## src/rtl/tmr_pwm_pkg.sv

```systemverilog
package tmr_pwm_pkg;

    typedef enum logic [2:0] {
        ST_STOP,
        ST_SPLIT,
        ST_TPWM,
        ST_WIDE,
        ST_VPWM
    } tmr_state_e;

    typedef enum logic [1:0] {
        MD_SPLIT = 2'd0,
        MD_TPWM  = 2'd1,
        MD_WIDE  = 2'd2,
        MD_VPWM  = 2'd3
    } tmr_mode_e;

    localparam logic [1:0] A_CTRL = 2'd0;
    localparam logic [1:0] A_LO   = 2'd1;
    localparam logic [1:0] A_HI   = 2'd2;

    // Control register field positions
    localparam int C_MODE_LSB = 0;
    localparam int C_HALF_BIT = 2;
    localparam int C_RUN_BIT  = 3;
    localparam int C_WSEL_LSB = 4;

    function automatic tmr_state_e run_state(input tmr_mode_e m);
        tmr_state_e s;
        unique case (m)
            MD_SPLIT: s = ST_SPLIT;
            MD_TPWM:  s = ST_TPWM;
            MD_WIDE:  s = ST_WIDE;
            MD_VPWM:  s = ST_VPWM;
        endcase
        return s;
    endfunction

endpackage

```

## src/rtl/tmr_tick_sel.sv

```systemverilog
module tmr_tick_sel (
    input  logic tick_full,
    input  logic tick_half,
    input  logic use_half,
    output logic step
);
    // One step strobe per selected resolution
    assign step = use_half ? tick_half : tick_full;
endmodule

```

## src/rtl/tmr_cnt_slice.sv

```systemverilog
module tmr_cnt_slice #(
    parameter int W = 8
) (
    input  logic         clk,
    input  logic         rst_n,
    input  logic         clr,
    input  logic         inc,
    input  logic         wrap,
    output logic [W-1:0] q
);
    always_ff @(posedge clk or negedge rst_n) begin
        if (!rst_n) begin
            q <= '0;
        end else if (clr) begin
            q <= '0;
        end else if (inc) begin
            q <= wrap ? '0 : q + 1'b1;
        end
    end
endmodule

```

## src/rtl/tmr_pwm_gen.sv

```systemverilog
module tmr_pwm_gen #(
    parameter int W = 16
) (
    input  logic         clk,
    input  logic         rst_n,
    input  logic         load,
    input  logic [W-1:0] load_val,
    input  logic [W-1:0] cnt,
    input  logic         en,
    output logic         pwm
);
    logic [W-1:0] duty_q;

    // Shadow duty: replaced only when the controller asks (wrap, stop, restart)
    always_ff @(posedge clk or negedge rst_n) begin
        if (!rst_n) begin
            duty_q <= '0;
        end else if (load) begin
            duty_q <= load_val;
        end
    end

    assign pwm = en && (cnt < duty_q);
endmodule

```

## src/rtl/tmr_pwm16.sv

```systemverilog
module tmr_pwm16
    import tmr_pwm_pkg::*;
#(
    parameter int CNT_W = 16
) (
    input  logic                 clk,
    input  logic                 rst_n,
    input  logic                 tick_full,
    input  logic                 tick_half,
    input  logic                 wr_en,
    input  logic [1:0]           wr_addr,
    input  logic [CNT_W/2-1:0]   wr_data,
    output logic                 pwm_out,
    output logic                 irq_lo,
    output logic                 irq_hi
);
    localparam int HALF_W = CNT_W / 2;
    localparam int WSEL_W = $clog2(HALF_W);
    localparam int NSLICE = 2;

    // ---------------- register writes ----------------
    logic ctrl_wr, lo_wr, hi_wr;
    assign ctrl_wr = wr_en && (wr_addr == A_CTRL);
    assign lo_wr   = wr_en && (wr_addr == A_LO);
    assign hi_wr   = wr_en && (wr_addr == A_HI);

    tmr_mode_e         wr_mode;
    logic              wr_run;
    logic              ctrl_spare_unused;
    assign wr_mode = tmr_mode_e'(wr_data[C_MODE_LSB +: 2]);
    assign wr_run  = wr_data[C_RUN_BIT];
    assign ctrl_spare_unused = ^wr_data[HALF_W-1:C_WSEL_LSB+WSEL_W];

    tmr_mode_e         mode_q;
    logic              half_q;
    logic [WSEL_W-1:0] wsel_q;
    logic [HALF_W-1:0] cmp_lo_q, cmp_hi_q;

    always_ff @(posedge clk or negedge rst_n) begin
        if (!rst_n) begin
            mode_q   <= MD_SPLIT;
            half_q   <= 1'b0;
            wsel_q   <= '0;
            cmp_lo_q <= '0;
            cmp_hi_q <= '0;
        end else begin
            if (ctrl_wr) begin
                mode_q <= wr_mode;
                half_q <= wr_data[C_HALF_BIT];
                wsel_q <= wr_data[C_WSEL_LSB +: WSEL_W];
            end
            if (lo_wr) cmp_lo_q <= wr_data;
            if (hi_wr) cmp_hi_q <= wr_data;
        end
    end

    // ---------------- state machine ----------------
    tmr_state_e state_q, state_d;

    always_comb begin
        state_d = state_q;
        if (ctrl_wr) begin
            state_d = wr_run ? run_state(wr_mode) : ST_STOP;
        end
    end

    always_ff @(posedge clk or negedge rst_n) begin
        if (!rst_n) state_q <= ST_STOP;
        else        state_q <= state_d;
    end

    // ---------------- step selection ----------------
    logic wide_state, use_half, step;
    assign wide_state = (state_q == ST_WIDE) || (state_q == ST_VPWM);
    assign use_half   = wide_state && half_q;

    tmr_tick_sel u_tick_sel (
        .tick_full (tick_full),
        .tick_half (tick_half),
        .use_half  (use_half),
        .step      (step)
    );

    // ---------------- counter slices ----------------
    logic [NSLICE-1:0]             inc_v, wrp_v;
    logic [NSLICE-1:0][HALF_W-1:0] slice_q;
    logic                          cnt_clr;
    assign cnt_clr = ctrl_wr || (state_q == ST_STOP);

    for (genvar g = 0; g < NSLICE; g++) begin : g_slice
        tmr_cnt_slice #(.W(HALF_W)) u_slice (
            .clk   (clk),
            .rst_n (rst_n),
            .clr   (cnt_clr),
            .inc   (inc_v[g]),
            .wrap  (wrp_v[g]),
            .q     (slice_q[g])
        );
    end

    logic [HALF_W-1:0] cnt_lo, cnt_hi;
    logic [CNT_W-1:0]  cnt_full;
    assign cnt_lo   = slice_q[0];
    assign cnt_hi   = slice_q[1];
    assign cnt_full = {cnt_hi, cnt_lo};

    // Variable period mask: N = HALF_W+1+wsel bits
    logic [CNT_W-1:0] vmask, wide_lim;
    assign vmask    = {CNT_W{1'b1}} >> (HALF_W - 1 - int'(wsel_q));
    assign wide_lim = (state_q == ST_WIDE) ? {cmp_hi_q, cmp_lo_q} : vmask;

    logic lo_hit, hi_hit, lo_top, hi_top, full_hit;
    assign lo_hit   = (cnt_lo == cmp_lo_q);
    assign hi_hit   = (cnt_hi == cmp_hi_q);
    assign lo_top   = &cnt_lo;
    assign hi_top   = &cnt_hi;
    assign full_hit = (cnt_full == wide_lim);

    // ---------------- state outputs ----------------
    logic             ev_lo, ev_hi, pwm_en;
    logic [CNT_W-1:0] pwm_cnt;

    always_comb begin
        inc_v   = '0;
        wrp_v   = '0;
        ev_lo   = 1'b0;
        ev_hi   = 1'b0;
        pwm_en  = 1'b0;
        pwm_cnt = cnt_full;
        unique case (state_q)
            ST_STOP: begin
            end
            ST_SPLIT: begin
                inc_v = {step, step};
                wrp_v = {hi_hit, lo_hit};
                ev_lo = step && lo_hit;
                ev_hi = step && hi_hit;
            end
            ST_TPWM: begin
                inc_v   = {step, step};
                wrp_v   = {hi_top, lo_hit};
                ev_lo   = step && lo_hit;
                ev_hi   = step && hi_top;
                pwm_en  = 1'b1;
                pwm_cnt = {{HALF_W{1'b0}}, cnt_hi};
            end
            ST_WIDE, ST_VPWM: begin
                inc_v  = {step && (lo_top || full_hit), step};
                wrp_v  = {full_hit, full_hit};
                ev_hi  = step && full_hit;
                pwm_en = (state_q == ST_VPWM);
            end
        endcase
    end

    // Registered interrupt strobes; a control write suppresses them
    always_ff @(posedge clk or negedge rst_n) begin
        if (!rst_n) begin
            irq_lo <= 1'b0;
            irq_hi <= 1'b0;
        end else begin
            irq_lo <= ev_lo && !ctrl_wr;
            irq_hi <= ev_hi && !ctrl_wr;
        end
    end

    // ---------------- duty shadow ----------------
    logic [CNT_W-1:0] src_cur, src_new, load_val;
    logic             duty_load;
    assign src_cur   = (mode_q  == MD_TPWM) ? {{HALF_W{1'b0}}, cmp_hi_q} : {cmp_hi_q, cmp_lo_q};
    assign src_new   = (wr_mode == MD_TPWM) ? {{HALF_W{1'b0}}, cmp_hi_q} : {cmp_hi_q, cmp_lo_q};
    assign load_val  = ctrl_wr ? src_new : src_cur;
    assign duty_load = ctrl_wr || (state_q == ST_STOP) || (pwm_en && ev_hi);

    tmr_pwm_gen #(.W(CNT_W)) u_pwm (
        .clk      (clk),
        .rst_n    (rst_n),
        .load     (duty_load),
        .load_val (load_val),
        .cnt      (pwm_cnt),
        .en       (pwm_en),
        .pwm      (pwm_out)
    );

    // ---------------- assertions ----------------
    assert_stop_quiet_R9: assert property (@(posedge clk) disable iff (!rst_n)
        (state_q == ST_STOP) |-> (!pwm_out && !irq_lo && !irq_hi));

    assert_wide_no_lo_irq_R4: assert property (@(posedge clk) disable iff (!rst_n)
        wide_state |-> !irq_lo);

    assert_vpwm_bound_R5: assert property (@(posedge clk) disable iff (!rst_n)
        (state_q == ST_VPWM) |-> (cnt_full <= vmask));

    assert_irq_after_step_R8: assert property (@(posedge clk) disable iff (!rst_n)
        (irq_lo || irq_hi) |-> $past(step));

    assert_split_hi_wrap_R2: assert property (@(posedge clk) disable iff (!rst_n)
        (state_q == ST_SPLIT && $past(state_q) == ST_SPLIT && irq_hi) |-> (cnt_hi == '0));

    assert_tpwm_hi_wrap_R3: assert property (@(posedge clk) disable iff (!rst_n)
        (state_q == ST_TPWM && $past(state_q) == ST_TPWM && irq_hi) |-> (cnt_hi == '0));

endmodule

```

## config.mk

```make
export PLATFORM = sky130hd
export DESIGN_NAME = tmr_pwm16
export DESIGN_NICKNAME = d
export VERILOG_FILES = /design/src/rtl/tmr_pwm_pkg.sv /design/src/rtl/tmr_tick_sel.sv /design/src/rtl/tmr_cnt_slice.sv /design/src/rtl/tmr_pwm_gen.sv /design/src/rtl/tmr_pwm16.sv
export SDC_FILE = /design/constraint.sdc
export NUM_CORES = 1
export LEC_CHECK = 0
export BUFFER_PORTS_ARGS = -buffer_cell sky130_fd_sc_hd__buf_2
export CORE_MARGIN = 2
export CORE_UTILIZATION = 61
export CTS_BUF_LIST = sky130_fd_sc_hd__clkbuf_4
export DETAILED_ROUTE_END_ITERATION = 10
export HOLD_SLACK_MARGIN = 0.03
export PLACE_DENSITY = 0.79
export REMOVE_ABC_BUFFERS = 1
export SKIP_LAST_GASP = 1
export SLEW_MARGIN = 0
export SYNTH_ARGS = -nofsm -noshare
export SYNTH_HDL_FRONTEND = slang
export SYNTH_SLANG_ARGS = --single-unit
```

## constraint.sdc

```tcl
create_clock -name clk -period 5.2 [get_ports clk]
set_input_delay 0 -clock clk [delete_from_list [all_inputs] [get_ports clk]]
set_output_delay 0 -clock clk [all_outputs]
set_load 0.02 [all_outputs]
```

==> parameters.txt <==
Parameter                              Value

Layout
  Area taken by multi-input logic gates ... 0.002341 sq mm
  Synth-to-layout area growth ... 7.989%
  Register area ... 0.001476 sq mm
  Final layout net count ... 495
  Share of final-layout standard cells stronger than drive strength 1 ... 13.58%
  Filler cell count in the final layout ... 512
  Diode count ... 0

Yosys
  Post-Synth XOR/XNOR Area ... 3.671%
  Proportion of register bits with asynchronous set or reset after synthesis ... 100.0%
  Netlist Area Pre-Place ... 0.004056 sq mm
  Synth Register Bits ... 59
  Area fraction in and, or, nand and nor cells after synthesis ... 22.24%
  Most repeated cell in the gate-level netlist after synthesis ... dfrtp_1
  Most instantiated cells after synthesis ... dfrtp_1, nand2_1, mux2i_1
  Yosys warning total ... 0
  Number of enable flip-flop cells after synthesis ... 0
  Yosys top cell by area ... dfrtp_1
  Avg Synthesized Cell Area ... 9.219 sq um
  Largest family of logic cells by synthesized area ... simple AND/OR/NAND/NOR gates
  Adder and majority gate portion of the synthesized area ... 6.477%
  Compound-Gate Fraction of Synth Area ... 13.23%
  Post-synthesis sequential area ratio ... 36.40%
  Primary FF master, synth ... dfrtp_1
  Multiplexer share of the synthesized area ... 12.09%
  Cells after synthesis ... 440
  Top cells by area in the synthesized netlist ... dfrtp_1, mux2i_1, ha_1
  Post-synth top area share ... 36.40%
  Post-synthesis cell type count ... 66

Pwr
  Overall power consumption ... 1.483 mW
  Internal Power ... 0.8867 mW
  Switching share of power ... 40.20%
  Portion of total power attributed to combinational logic ... 33.3%
  Power per unit of standard cell area ... 338.5 mW/mm^2
  VDD IR-drop max ... 0.0002301 V
  Leakage power ... 2.125 nW
  Clock share of power ... 21.2%
  Switching power ... 0.5962 mW
  Sequential share of power ... 45.5%

Drt
  Count of TritonRoute iterations in the first routing pass ... 5
  Count of routing violations after the opening detailed-route iteration ... 337
  Residual antenna-violating net count after detailed routing ... 0
  DRC viols ... 0
  Total Routed Length ... 10250 microns
  Via density ... 6.425
  Detailed-route via count ... 3476
  Drt wl/cell ... 18.94 microns

CTS
  CTS tree ... built
  Register clock-pin slew on the reported worst setup and hold paths ... 0.11 ns
  Number of gates resized after cts ... 0
  Maximum count of clock buffers along a single path ... 2
  Library cell used as clock root buffer ... clkbuf_4
  Number of buffers created by CTS ... 9
  Count of buffers added by post-CTS timing repair for setup ... 0
  Later-pin clock latency in the skew report ... 0.45 ns
  H-tree depth ... 3
  Post-CTS Hold Fix Bufs ... 13
  Clock tree sinks ... 59

Place
  Number of input and output port buffers inserted ... 17
  RePlAce Congestion ... 0.9665
  Setup Slack @ Placement ... 1.959 ns
  Post-DP HPWL ... 7056 microns

Worst setup path
  Maximum single-stage delay on the critical path ... 0.77 ns
  Kind of cell with the highest combined delay on the critical path ... compound AO/OA/AOI/OAI gates
  Total buffers and inverters traversed by the critical path ... 1
  Critical path class ... flip-flop to primary output
  WP data required ... 5.20 ns
  CP Max Fanout ... 21
  Critical Path End Type ... primary output
  Data arrival time of the critical path ... 3.78 ns
  Cell-by-cell trace of the critical path ... nor3b_4, nor2b_1, ha_1, a21o_1, a2111oi_0, o21a_1, nand3b_1, o21ai_0, buf_2
  Critical path startpoint category ... flip-flop
  Cell type of the slowest stage on the worst timing path ... nor3b_4

STA
  Post-Route Skew ... 0.01097 ns
  Count of endpoints failing setup in the final report ... 0
  Post-layout worst setup margin ... 1.421 ns
  Hold Vio Cnt, Final ... 0
  Transition time at the pin with the least slew margin ... 0.9739 ns
  Setup repair after global routing missed its margin ... false
  Post-Route Setup TNS ... 0 ns
  Worst slew margin relative to its limit ... 35.08%
  Pins Over Slew Limit ... 0
  Period minus WS final ... 3.779 ns
  Upper clock frequency limit ... 264.6 MHz
  Tcrit/Tclk final ... 72.67%

Job
  Max-cap check violation count ... 0

Floorplan
  Row count ... 29
  Y dimension of the die ... 85.55 microns
  Width of the chip ... 85.55 microns
  Area of the core ... 0.006386 sq mm
  Total Die Area ... 0.007318 sq mm
  Initial core utilization ... 63.52%
  Num ports ... 18

Global routing
  Global-route wire length before repair ... 16590 microns
  Number of antenna violations at the first check in global routing ... 0
  Pin count of the biggest net entering global routing ... 60
  Total Routing Usage GR ... 29.89%
  Total grt overflow ... 0
  Via count of the first global-routing pass ... 3297

Run status
  Result of the run ... complete, no violations

Hold path
  Worst hold path type ... input port to flip-flop
flip-flops by register name (all words and copies together) (netlist names):
name               flops
half_q                 1
state_q                3
irq_hi                 1
cmp_hi_q               8
u_pwm.duty_q          16
g_slice.u_slice.q     16
cmp_lo_q               8
mode_q                 2
irq_lo                 1
wsel_q                 3
layout by cell type, fill, tap and decap left out, types with 3 or more instances in the layout:
master	n
dfrtp_1	59
nand2_1	51
mux2i_1	31
inv_1	29
o21ai_0	25
nand3_1	25
ha_1	21
buf_2	17
mux2_2	15
nor2_1	14
xnor2_1	13
dlygate4sd3_1	13
nor2b_1	11
a21oi_1	10
and3_1	9
clkbuf_4	9
nand2b_1	7
nor3_1	7
a21o_1	6
a31oi_1	5
nand4_1	5
nand4b_1	5
o22ai_1	4
and2_1	4
xor2_1	4
nand3b_1	4
or3_1	3
o21ai_1	3
o211ai_1	3
nor3b_1	3
clkinvlp_4	3
inv_6	3
path summary, 6_finish.rpt:
check | startpoint | end | slack (ns) | cells after the start
min in group asynchronous | rst_n | u_pwm.duty_q[9] | 0.20 | 3
min | wr_addr[1] | state_q[1] | 0.05 | 5
min reg2reg | u_pwm.duty_q[0] | u_pwm.duty_q[0] | 0.50 | 1
max in group asynchronous | rst_n | g_slice[0].u_slice.q[4] | 4.52 | 3
max | state_q[1] | pwm_out | 1.42 | 9
max reg2reg | state_q[2] | u_pwm.duty_q[0] | 1.98 | 7
per-layer routing:
layer / wire length [microns] / vias up / track usage, %
li1: - / 1601 / -
met1: 4386 / 1670 / 39.35
met2: 4852 / 166 / 46.95
met3: 655 / 39 / 4.812
met4: 353 / 0 / 17.32
met5: 0 / - / 0
worst min-delay path, cell delays in order:
cell	delay [ns]
buf_2	0.10
nor3b_1	0.05
buf_4	0.18
nand3_1	0.09
nand2_1	0.05
metrics by stage:
stage,utilization [%],area [sq um],hold slack (ns),instances
final,68.59,4380,0.05337,541
after global placement,64.56,4123,0.1871,512
after detailed placement,64.56,4123,0.1867,512
after floorplan,-,3926,-0.2956,416
after CTS,68.59,4380,0.03116,541
after global routing,68.59,4380,0.08719,541
power by group through the flow:
stage                     Sequential (mW)  Clock (mW)  Combinational [mW]
after floorplan                     0.632           0               0.379
after global placement              0.675           0               0.463
after detailed placement            0.682           0               0.480
after CTS                           0.671       0.318               0.490
after global routing                0.684       0.337               0.551
final                               0.675       0.315               0.493
cell type report:
type | instances | area share [%]
clock buffers | 9 | 1.542
clock inverters | 7 | 1.371
inverters | 29 | 2.485
multi-input cells | 328 | 53.44
flip-flops and latches | 59 | 33.70
well taps | 77 | 2.199
repair buffers | 32 | 5.256
logic make-up (layout without fill, tap and decap cells):
kind of cell	Yosys count	after routing
buffers and inverters	53	77
adder cells (fa/ha/maj)	21	21
flip-flops	59	59
XOR/XNOR	17	17
AO/OA/AOI/OAI	80	80
AND/OR/NAND/NOR	163	163
multiplexers	47	47
Power figures use the tool's default switching activity.
